## src/rtl/lzan_pkg.sv

```systemverilog
package lzan_pkg;

    localparam int SIG_W_DEF = 64;

    typedef enum logic {
        STG_EMPTY  = 1'b0,
        STG_LOADED = 1'b1
    } stage_e;

endpackage

```

## src/rtl/lzan_sd_marker.sv

```systemverilog
// Carry-free leading-position marker. Each bit pair is recoded as a signed
// digit. A position is marked where the leading nonzero digit can no longer
// be absorbed by the digit below it.
module lzan_sd_marker #(
    parameter int SIG_W = 64,
    localparam int MAG_W = SIG_W + 1
) (
    input  logic             sub,
    input  logic [SIG_W-1:0] a,
    input  logic [SIG_W-1:0] b,
    output logic [MAG_W-1:0] mark
);

    logic [MAG_W-1:0] dpos;
    logic [MAG_W-1:0] dneg;
    logic [MAG_W-1:0] mark_sub;
    logic [MAG_W-1:0] mark_add;

    // Digit string in a 65-position frame; the top digit is always zero.
    assign dpos = {1'b0, a & ~b};
    assign dneg = {1'b0, ~a & b};

    genvar i;
    generate
        for (i = 0; i < MAG_W; i++) begin : g_pos
            logic up_nz;
            logic lo_pos;
            logic lo_neg;
            logic stop_head;
            logic stop_run;
            if (i == MAG_W - 1) begin : g_top
                assign up_nz = 1'b0;
            end else begin : g_mid
                assign up_nz = dpos[i+1] | dneg[i+1];
            end
            if (i == 0) begin : g_lsb
                assign lo_pos = 1'b0;
                assign lo_neg = 1'b0;
            end else begin : g_rest
                assign lo_pos = dpos[i-1];
                assign lo_neg = dneg[i-1];
            end
            // Head digit: keep looking lower only while the next digit has the opposite sign.
            assign stop_head = (dpos[i] & ~lo_neg) | (dneg[i] & ~lo_pos);
            // Inside a collapsing run: keep looking lower only while the next digit repeats.
            assign stop_run  = (dpos[i] & ~lo_pos) | (dneg[i] & ~lo_neg);
            assign mark_sub[i] = up_nz ? stop_run : stop_head;
        end
    endgenerate

    // Addition: the leading one is at most one place above the top set bit of a|b.
    assign mark_add = {a | b, 1'b0};

    assign mark = sub ? mark_sub : mark_add;

endmodule

```

## src/rtl/lzan_lzc.sv

```systemverilog
// Leading-zero counter; an all-zero input returns WIDTH.
module lzan_lzc #(
    parameter int WIDTH = 65,
    localparam int CNT_W = $clog2(WIDTH + 1)
) (
    input  logic [WIDTH-1:0] vec,
    output logic [CNT_W-1:0] count
);

    always_comb begin
        count = CNT_W'(WIDTH);
        for (int i = 0; i < WIDTH; i++) begin
            if (vec[i]) begin
                count = CNT_W'(WIDTH - 1 - i);
            end
        end
    end

endmodule

```

## src/rtl/lzan_mag_adder.sv

```systemverilog
// Carry-propagate add or subtract, returning the magnitude and its sign.
module lzan_mag_adder #(
    parameter int SIG_W = 64,
    localparam int MAG_W = SIG_W + 1
) (
    input  logic             sub,
    input  logic [SIG_W-1:0] a,
    input  logic [SIG_W-1:0] b,
    output logic [MAG_W-1:0] mag,
    output logic             neg
);

    logic [MAG_W:0]   diff;
    logic [MAG_W-1:0] sum;

    assign sum  = {1'b0, a} + {1'b0, b};
    assign diff = {2'b00, a} - {2'b00, b};

    always_comb begin
        if (sub) begin
            neg = diff[MAG_W];
            mag = diff[MAG_W] ? (~diff[MAG_W-1:0] + MAG_W'(1)) : diff[MAG_W-1:0];
        end else begin
            neg = 1'b0;
            mag = sum;
        end
    end

endmodule

```

## src/rtl/lzan_norm_shifter.sv

```systemverilog
// Logarithmic left shifter driven by the estimate, then a 1-bit correction.
module lzan_norm_shifter #(
    parameter int MAG_W = 65,
    localparam int SH_W = $clog2(MAG_W + 1)
) (
    input  logic [MAG_W-1:0] raw,
    input  logic [SH_W-1:0]  est,
    output logic [MAG_W-1:0] norm,
    output logic             fix
);

    logic [MAG_W-1:0] stage [0:SH_W];

    assign stage[0] = raw;

    genvar s;
    generate
        for (s = 0; s < SH_W; s++) begin : g_stage
            localparam int AMT = 1 << s;
            if (AMT < MAG_W) begin : g_shift
                assign stage[s+1] = est[s] ? {stage[s][MAG_W-1-AMT:0], {AMT{1'b0}}} : stage[s];
            end else begin : g_clear
                assign stage[s+1] = est[s] ? '0 : stage[s];
            end
        end
    endgenerate

    assign fix  = ~stage[SH_W][MAG_W-1];
    assign norm = fix ? {stage[SH_W][MAG_W-2:0], 1'b0} : stage[SH_W];

endmodule

```

## src/rtl/lzan_normalizer.sv

```systemverilog
module lzan_normalizer
    import lzan_pkg::*;
#(
    parameter int SIG_W = SIG_W_DEF,
    localparam int MAG_W = SIG_W + 1,
    localparam int SH_W = $clog2(MAG_W + 1)
) (
    input  logic             clk,
    input  logic             rst,
    input  logic             in_valid,
    input  logic             in_sub,
    input  logic [SIG_W-1:0] in_a,
    input  logic [SIG_W-1:0] in_b,
    output logic             out_valid,
    output logic [MAG_W-1:0] out_mag,
    output logic [SH_W-1:0]  out_shift,
    output logic             out_neg,
    output logic             out_zero
);

    logic [MAG_W-1:0] mark;
    logic [SH_W-1:0]  est;
    logic [MAG_W-1:0] raw;
    logic             raw_neg;
    logic [MAG_W-1:0] norm;
    logic             fix;
    logic             raw_zero;
    logic [SH_W-1:0]  tot_shift;

    stage_e state_q;
    stage_e state_d;

    // Estimate path, built from the operands only.
    lzan_sd_marker #(.SIG_W(SIG_W)) u_marker (
        .sub  (in_sub),
        .a    (in_a),
        .b    (in_b),
        .mark (mark)
    );

    lzan_lzc #(.WIDTH(MAG_W)) u_lzc (
        .vec   (mark),
        .count (est)
    );

    // Carry-propagate path, in parallel with the estimate.
    lzan_mag_adder #(.SIG_W(SIG_W)) u_adder (
        .sub (in_sub),
        .a   (in_a),
        .b   (in_b),
        .mag (raw),
        .neg (raw_neg)
    );

    lzan_norm_shifter #(.MAG_W(MAG_W)) u_shift (
        .raw  (raw),
        .est  (est),
        .norm (norm),
        .fix  (fix)
    );

    assign raw_zero  = (raw == '0);
    assign tot_shift = raw_zero ? '0 : (est + SH_W'(fix));

    // Stage state register.
    always_ff @(posedge clk) begin
        if (rst) begin
            state_q <= STG_EMPTY;
        end else begin
            state_q <= state_d;
        end
    end

    always_comb begin
        state_d = state_q;
        unique case (state_q)
            STG_EMPTY:  state_d = in_valid ? STG_LOADED : STG_EMPTY;
            STG_LOADED: state_d = in_valid ? STG_LOADED : STG_EMPTY;
            default:    state_d = STG_EMPTY;
        endcase
    end

    assign out_valid = (state_q == STG_LOADED);

    // Result registers, loaded only with valid input.
    always_ff @(posedge clk) begin
        if (rst) begin
            out_mag   <= '0;
            out_shift <= '0;
            out_neg   <= 1'b0;
            out_zero  <= 1'b0;
        end else if (in_valid) begin
            out_mag   <= raw_zero ? '0 : norm;
            out_shift <= tot_shift;
            out_neg   <= raw_zero ? 1'b0 : raw_neg;
            out_zero  <= raw_zero;
        end
    end

endmodule

```

## config.mk

```make
export PLATFORM = sky130hd
export DESIGN_NAME = lzan_normalizer
export DESIGN_NICKNAME = d
export VERILOG_FILES = /design/src/rtl/lzan_pkg.sv /design/src/rtl/lzan_sd_marker.sv /design/src/rtl/lzan_lzc.sv /design/src/rtl/lzan_mag_adder.sv /design/src/rtl/lzan_norm_shifter.sv /design/src/rtl/lzan_normalizer.sv
export SDC_FILE = /design/constraint.sdc
export NUM_CORES = 1
export LEC_CHECK = 0
export ABC_AREA = 1
export BUFFER_PORTS_ARGS = -buffer_cell sky130_fd_sc_hd__buf_4
export CAP_MARGIN = 20
export CORE_MARGIN = 4
export CORE_UTILIZATION = 45
export CTS_BUF_LIST = sky130_fd_sc_hd__clkbuf_8
export DETAILED_ROUTE_END_ITERATION = 10
export RECOVER_POWER = 100
export SKIP_LAST_GASP = 1
export SLEW_MARGIN = 20
export SYNTH_ARGS = -nofsm -noshare
export SYNTH_HDL_FRONTEND = slang
export SYNTH_HIERARCHICAL = 1
export SYNTH_SLANG_ARGS = --single-unit
```

## constraint.sdc

```tcl
create_clock -name clk -period 5.6 [get_ports clk]
set_input_delay 0.28 -clock clk [delete_from_list [all_inputs] [get_ports clk]]
set_output_delay 0.28 -clock clk [all_outputs]
set_load 0.05 [all_outputs]
```

==> flow_summary.toml, run 1 <==
[cells_and_area]
final_area_mm2 = 0.0371
fin_cells = 7177
nets = 6770
syn2layout_area_growth_pct = 26.4
drive_gt1_share_pct = 18.1

[clock_tree]
cts_buffers = 9
clk_pin_slew_ns = 0.10
root_buffer = "clkbuf_8"
cts_hold_buf = 0
htree_levels = 3
insertion_delay_ns = 0.36
cts_tree = "done"
clock-sinks = 75
clock_path_buffers = 2

[critical_path]
critPathArrivalTime_ns = 6.79
rr_endpoint = "out_mag[11]"
cpPeakStageDelay_ns = 0.23
worstSetupPathType = "in2reg"
cp_common_cell = "nand2_1"
critical-path-slowest-cell = "a21oi_4"
ff2ff_path_depth = 3
r2r_start = "out_mag[11]"
crit_required_ns = 5.87
critical_path.startpoint_type = "primary input"
end_kind = "flip-flop"
r2r_slack_ns = 4.81
crit_path_max_fanout = 6

[yosys]
syn_avg_cell_area_um2 = 5.11
synthArstFlopShare_pct = 0
synthTopCellsByArea = "nand2_1 23%, ha_1 14%, nand3_1 13%, inv_1 12%, nor2_1 6.9%"
synth_flop_cell = "dfxtp_1"
synth_edf_count = 0
synth-seq-cells = 75
yosys.area.top_type = "nand2_1"
synth_cells = 5743
ys_seq_area_share_pct = 5.11
synthesis.area_mm2 = 0.0294
yosysUniqueCellTypes = 63
yosysWarnings = 6
netlist.area_leader.share_pct = 23.2
syn_nets = 6197
ys_top_cells_by_count = "1814 x nand2_1, 962 x inv_1, 780 x nand3_1"
yosysMostFrequentCell = "nand2_1"

[worst_hold_path]
hold_path_depth = 2
min_to = "out_shift[3]"
hold_start = "rst"
min_path_type = "in2reg"

[route]
wl_um = 133000
drtPass1Iterations = 6
viasPerCell = 5.44
wl_per_cell_um = 18.5
ant_nets = 0
vias = 39000
drt_iter0_markers = 4021
post-route-drc-count = 0

[placement]
pre_cts_ws_ns = -1.33
dp.cells = 7075
place_area_mm2 = 0.0348
portBuffers = 206
hpwl_um = 109000
finalWeightedCongestion = 1.06

[global_route]
globalRouteTotalUtil_pct = 35.5
grt_pass1_wl_um = 199000
first_global_vias = 36100
overflow = 0
grt_max_degree = 77
antenna_found_initial = 1

[timing]
timing.fmax_ghz = 0.153
skew_ns = 0
worst_slack_ns = -0.926
fin_crit_ns = 6.53
final.period_utilization_pct = 117
slew_violations = 0
rsz0062_at_grt = "true"
fin_tns_setup_ns = -54.65
whs_ns = 0.119
relSlewSlack_pct = 39.1
finalSetupViolCount = 72
finalHoldViolations = 0
worst_pin_slew_ns = 0.904

[pwr]
p_leak_uw = 0.0205
ir_drop_mv = 0.132
powerDensity_mw_per_mm2 = 177

[run_status]
status = "finished with violations"
violations = "setup timing"

[die]
std_cell_rows = 93
die_area_mm2 = 0.0694
die_h_um = 263
io_pins = 207
core_mm2 = 0.0646
die_x_um = 263
start_util_pct = 45.5

[job]
timing.max_cap.violations = 0
cell type report:
type / instances / area [um^2]
fill: 6856 / 27500
inverter: 993 / 3870
tap: 855 / 1070
multi-input combinational: 4468 / 24200
timing repair buffer: 769 / 6340
clock inverter: 7 / 70.1
clock buffer: 9 / 124
antenna: 1 / 2.50
sequential: 75 / 1500
per-layer routing:
layer,global-route usage [%],share of wire (%),vias up
li1,-,-,19300
met4,16.5,6.0,0
met3,3.61,7.3,414
met5,0,0,-
met2,61.4,46,1713
met1,44.2,41,17600
how the worst max path moves through the flow:
stage | startpoint | end | slack [ns] | cells after the start
final | in_b[1] | out_mag[41] | -0.93 | 89
after global routing | in_a[1] | out_shift[6] | -1.52 | 92
after CTS | in_a[2] | out_mag[32] | -0.73 | 90
after detailed placement | in_b[0] | out_shift[6] | -1.33 | 93
after global placement | in_a[0] | out_shift[6] | -1.38 | 93
after floorplan | in_sub | out_shift[6] | -0.13 | 91
per-stage QoR:
step           total power (uW)  util [%]
2_1_floorplan              3690         -
5_1_grt                    7040      57.5
4_1_cts                    6290      56.6
3_3_place_gp               5430      53.9
6_report                   6570      57.5
3_5_place_dp               5460      53.9
cell usage in the layout (no fill, tap or decap), types with 23 or more instances in the layout:
master	count
nor2_1	532
inv_2	26
nand3_2	111
buf_4	620
dfxtp_1	75
o21ai_2	24
clkbuf_1	75
nand2_1	1730
inv_1	939
a21oi_1	292
o21ai_1	56
ha_1	300
nor2_2	36
o21ai_0	213
buf_12	27
nand2_2	120
nor3_1	23
nand3_1	684
o21a_1	80
nand4_1	62
critical path, delay by kind of cell:
family                 cells  cell delay, ns
AOI/OAI and AO/OA          3            0.46
buffers and inverters     11            1.37
and+or+nand+nor           75            4.65
report_power, final:
group | leakage (uW) | switching, uW | internal (uW)
combinational | 0.0198 | 3490 | 2010
sequential | 0.000622 | 42.3 | 602
clock | 0.0000951 | 257 | 173
total | 0.0205 | 3790 | 2780
cells by family (layout without fill, tap and decap cells):
kind of cell	after synthesis	after routing	share of synthesized area, %
AO/OA/AOI/OAI	748	748	14.2
XOR/XNOR	17	17	0.571
adder cells (fa/ha/maj)	322	322	13.8
buffers and inverters	1201	1778	17.1
flip-flops	75	75	5.11
other	0	1	0
AND/OR/NAND/NOR	3380	3381	49.2
registers in the layout, indices dropped and copies added, names as in the netlist:
register,flops
out_mag,65
out_neg,1
out_shift,7
out_valid,1
out_zero,1
timing repair:
item | CTS | global route
setup buffers | 57 | 11
gates cloned | 14 | 11
gates resized for setup | 176 | 199
pin swaps | 49 | 101
endpoints found under the setup margin | 72 | 72
(Power assumes the default switching activity.)
==> run 2: changes to the inputs <==
--- a/config.mk
+++ b/config.mk
@@ -12,6 +12,7 @@
 export CORE_UTILIZATION = 45
 export CTS_BUF_LIST = sky130_fd_sc_hd__clkbuf_8
 export DETAILED_ROUTE_END_ITERATION = 10
+export HOLD_SLACK_MARGIN = 0.15
 export RECOVER_POWER = 100
 export SKIP_LAST_GASP = 1
 export SLEW_MARGIN = 20
==> run 2 against run 1 <==
The flow still finishes with violations (setup timing); via count is essentially flat; die area is the same; maximum frequency grew 0.14%; global-route usage about the same; clock power is essentially flat; first-iteration DRC count down 0.80%; critical path depth is 3 higher; sequential power about the same; register-to-register slack hardly changed; critical path type unchanged.
==> flow_summary.toml, run 2 (synthesis gave the netlist of run 1 again) <==
[pwr]
ir_drop_mv = 0.130
powerDensity_mw_per_mm2 = 177
power.internal_uw = 2780
seqPwrFrac_pct = 9.8
p_leak_uw = 0.0205
p_comb_share_pct = 83.7
p_clk_share_pct = 6.5
power_switching_uw = 3780
netSwitchingFraction_pct = 57.6

[timing]
worst_slack_ns = -0.916
rsz0062_at_grt = "true"
whs_ns = 0.472
relSlewSlack_pct = 39.4
final.period_utilization_pct = 116
fin_tns_setup_ns = -54.35
fin_crit_ns = 6.52
finalSetupViolCount = 72
skew_ns = 0
timing.fmax_ghz = 0.153
slew_violations = 0
worst_pin_slew_ns = 0.900
finalHoldViolations = 0

[cells_and_area]
fill_cells = 6855
seq_area_mm2 = 0.00150
final_area_mm2 = 0.0371
multi_input_area_mm2 = 0.0242
drive_gt1_share_pct = 18.0
final_common_cell = "nand2_1"
largest_reg_flops = 65
nets = 6771
layout_common_cells = "1730 x nand2_1, 939 x inv_1, 684 x nand3_1"
syn2layout_area_growth_pct = 26.4
top_regs = "out_mag (65), out_shift (7)"
regMostFlops = "out_mag"
final_util_pct = 57.5

[global_route]
first_global_vias = 36200
overflow = 0
grt_pass1_wl_um = 199000
antenna_found_initial = 1
grt_max_degree = 77
globalRouteTotalUtil_pct = 35.5

[critical_path]
end_kind = "flip-flop"
critPathArrivalTime_ns = 6.82
critPathTopFamily = "simple AND/OR/NAND/NOR gates"
critical_path.startpoint_type = "primary input"
cpPeakStageDelay_ns = 0.19
cp_common_cell = "nand2_1"
critical-path-slowest-cell = "ha_2"
crit_required_ns = 5.91
crit_path_max_fanout = 5
worstSetupPathType = "in2reg"
critPathBufInv = 6

[placement]
portBuffers = 206
place_area_mm2 = 0.0348
pre_cts_ws_ns = -1.33
hpwl_um = 109000
finalWeightedCongestion = 1.06

[die]
core_mm2 = 0.0646
die_x_um = 263
die_h_um = 263
io_pins = 207
die_area_mm2 = 0.0694
std_cell_rows = 93
start_util_pct = 45.5

[job]
timing.max_cap.violations = 0

[route]
ant_nets = 0
drtPass1Iterations = 7
drt_iter0_markers = 3989
viasPerCell = 5.44
wl_um = 133000
vias = 39000
post-route-drc-count = 0
wl_per_cell_um = 18.5

[clock_tree]
cts_tree = "done"
cts_buffers = 9
clock_path_buffers = 2
clock-sinks = 75
insertion_delay_ns = 0.36
htree_levels = 3
clk_pin_slew_ns = 0.09
root_buffer = "clkbuf_8"

[run_status]
status = "finished with violations"
violations = "setup timing"

[worst_hold_path]
min_path_type = "reg2reg"
-- run 2: layer usage --
metal	vias to the layer above	GRT usage [%]	part of all wire [%]
met4	0	16.5	6.2
met1	17700	44.2	41
li1	19300	-	-
met5	-	0	0
met3	419	3.61	7.0
met2	1688	61.4	46
-- run 2: stage by stage --
| step | power [uW] | cells |
|---|---|---|
| 5_1_grt | 7040 | 7177 |
| 6_report | 6560 | 7178 |
| 2_1_floorplan | 3690 | 5743 |
| 4_1_cts | 6290 | 7162 |
| 3_3_place_gp | 5430 | 7075 |
| 3_5_place_dp | 5460 | 7075 |
-- run 2: area by class of cell --
| cell class | instances | share of cell area [%] |
|---|---|---|
| multi-input combinational | 4468 | 65.0 |
| timing repair buffer | 770 | 17.1 |
| inverter | 993 | 10.4 |
| sequential | 75 | 4.04 |
| tap | 855 | 2.88 |
| clock buffer | 9 | 0.334 |
| clock inverter | 7 | 0.189 |
| antenna | 1 | 0.00674 |
-- run 2: path summary, 6_finish.rpt --
| path | end | startpoint | slack, ns | depth (start not counted) |
|---|---|---|---|---|
| min | out_shift[2] | out_shift[2] | 0.47 | 2 |
| max reg2reg | out_mag[41] | out_mag[41] | 4.82 | 3 |
| max | out_shift[6] | in_a[2] | -0.92 | 92 |
| min reg2reg | out_shift[2] | out_shift[2] | 0.47 | 2 |
-- run 2: tightest hold or removal path, delay by kind of cell, from the launching register on --
family / cells / cell delay, ns
and+or+nand+nor: 1 / 0.06
AOI/OAI and AO/OA: 1 / 0.06
DFF: 1 / 0.32
-- run 2: repair_timing --
action	4_1_cts	5_1_grt
hold buffers	1	0
gates resized for setup	176	199
pin swaps	49	101
gates cloned	14	11
setup endpoints to repair	72	72
hold endpoints to repair	6	0
setup buffers	57	11
-- run 2: power by group through the flow --
stage,combinational [uW],clock (uW),sequential (uW)
after floorplan,2800,0,883
after global placement,4780,0,655
after detailed placement,4800,0,657
after CTS,5210,437,646
after global routing,5930,454,652
final,5490,428,644
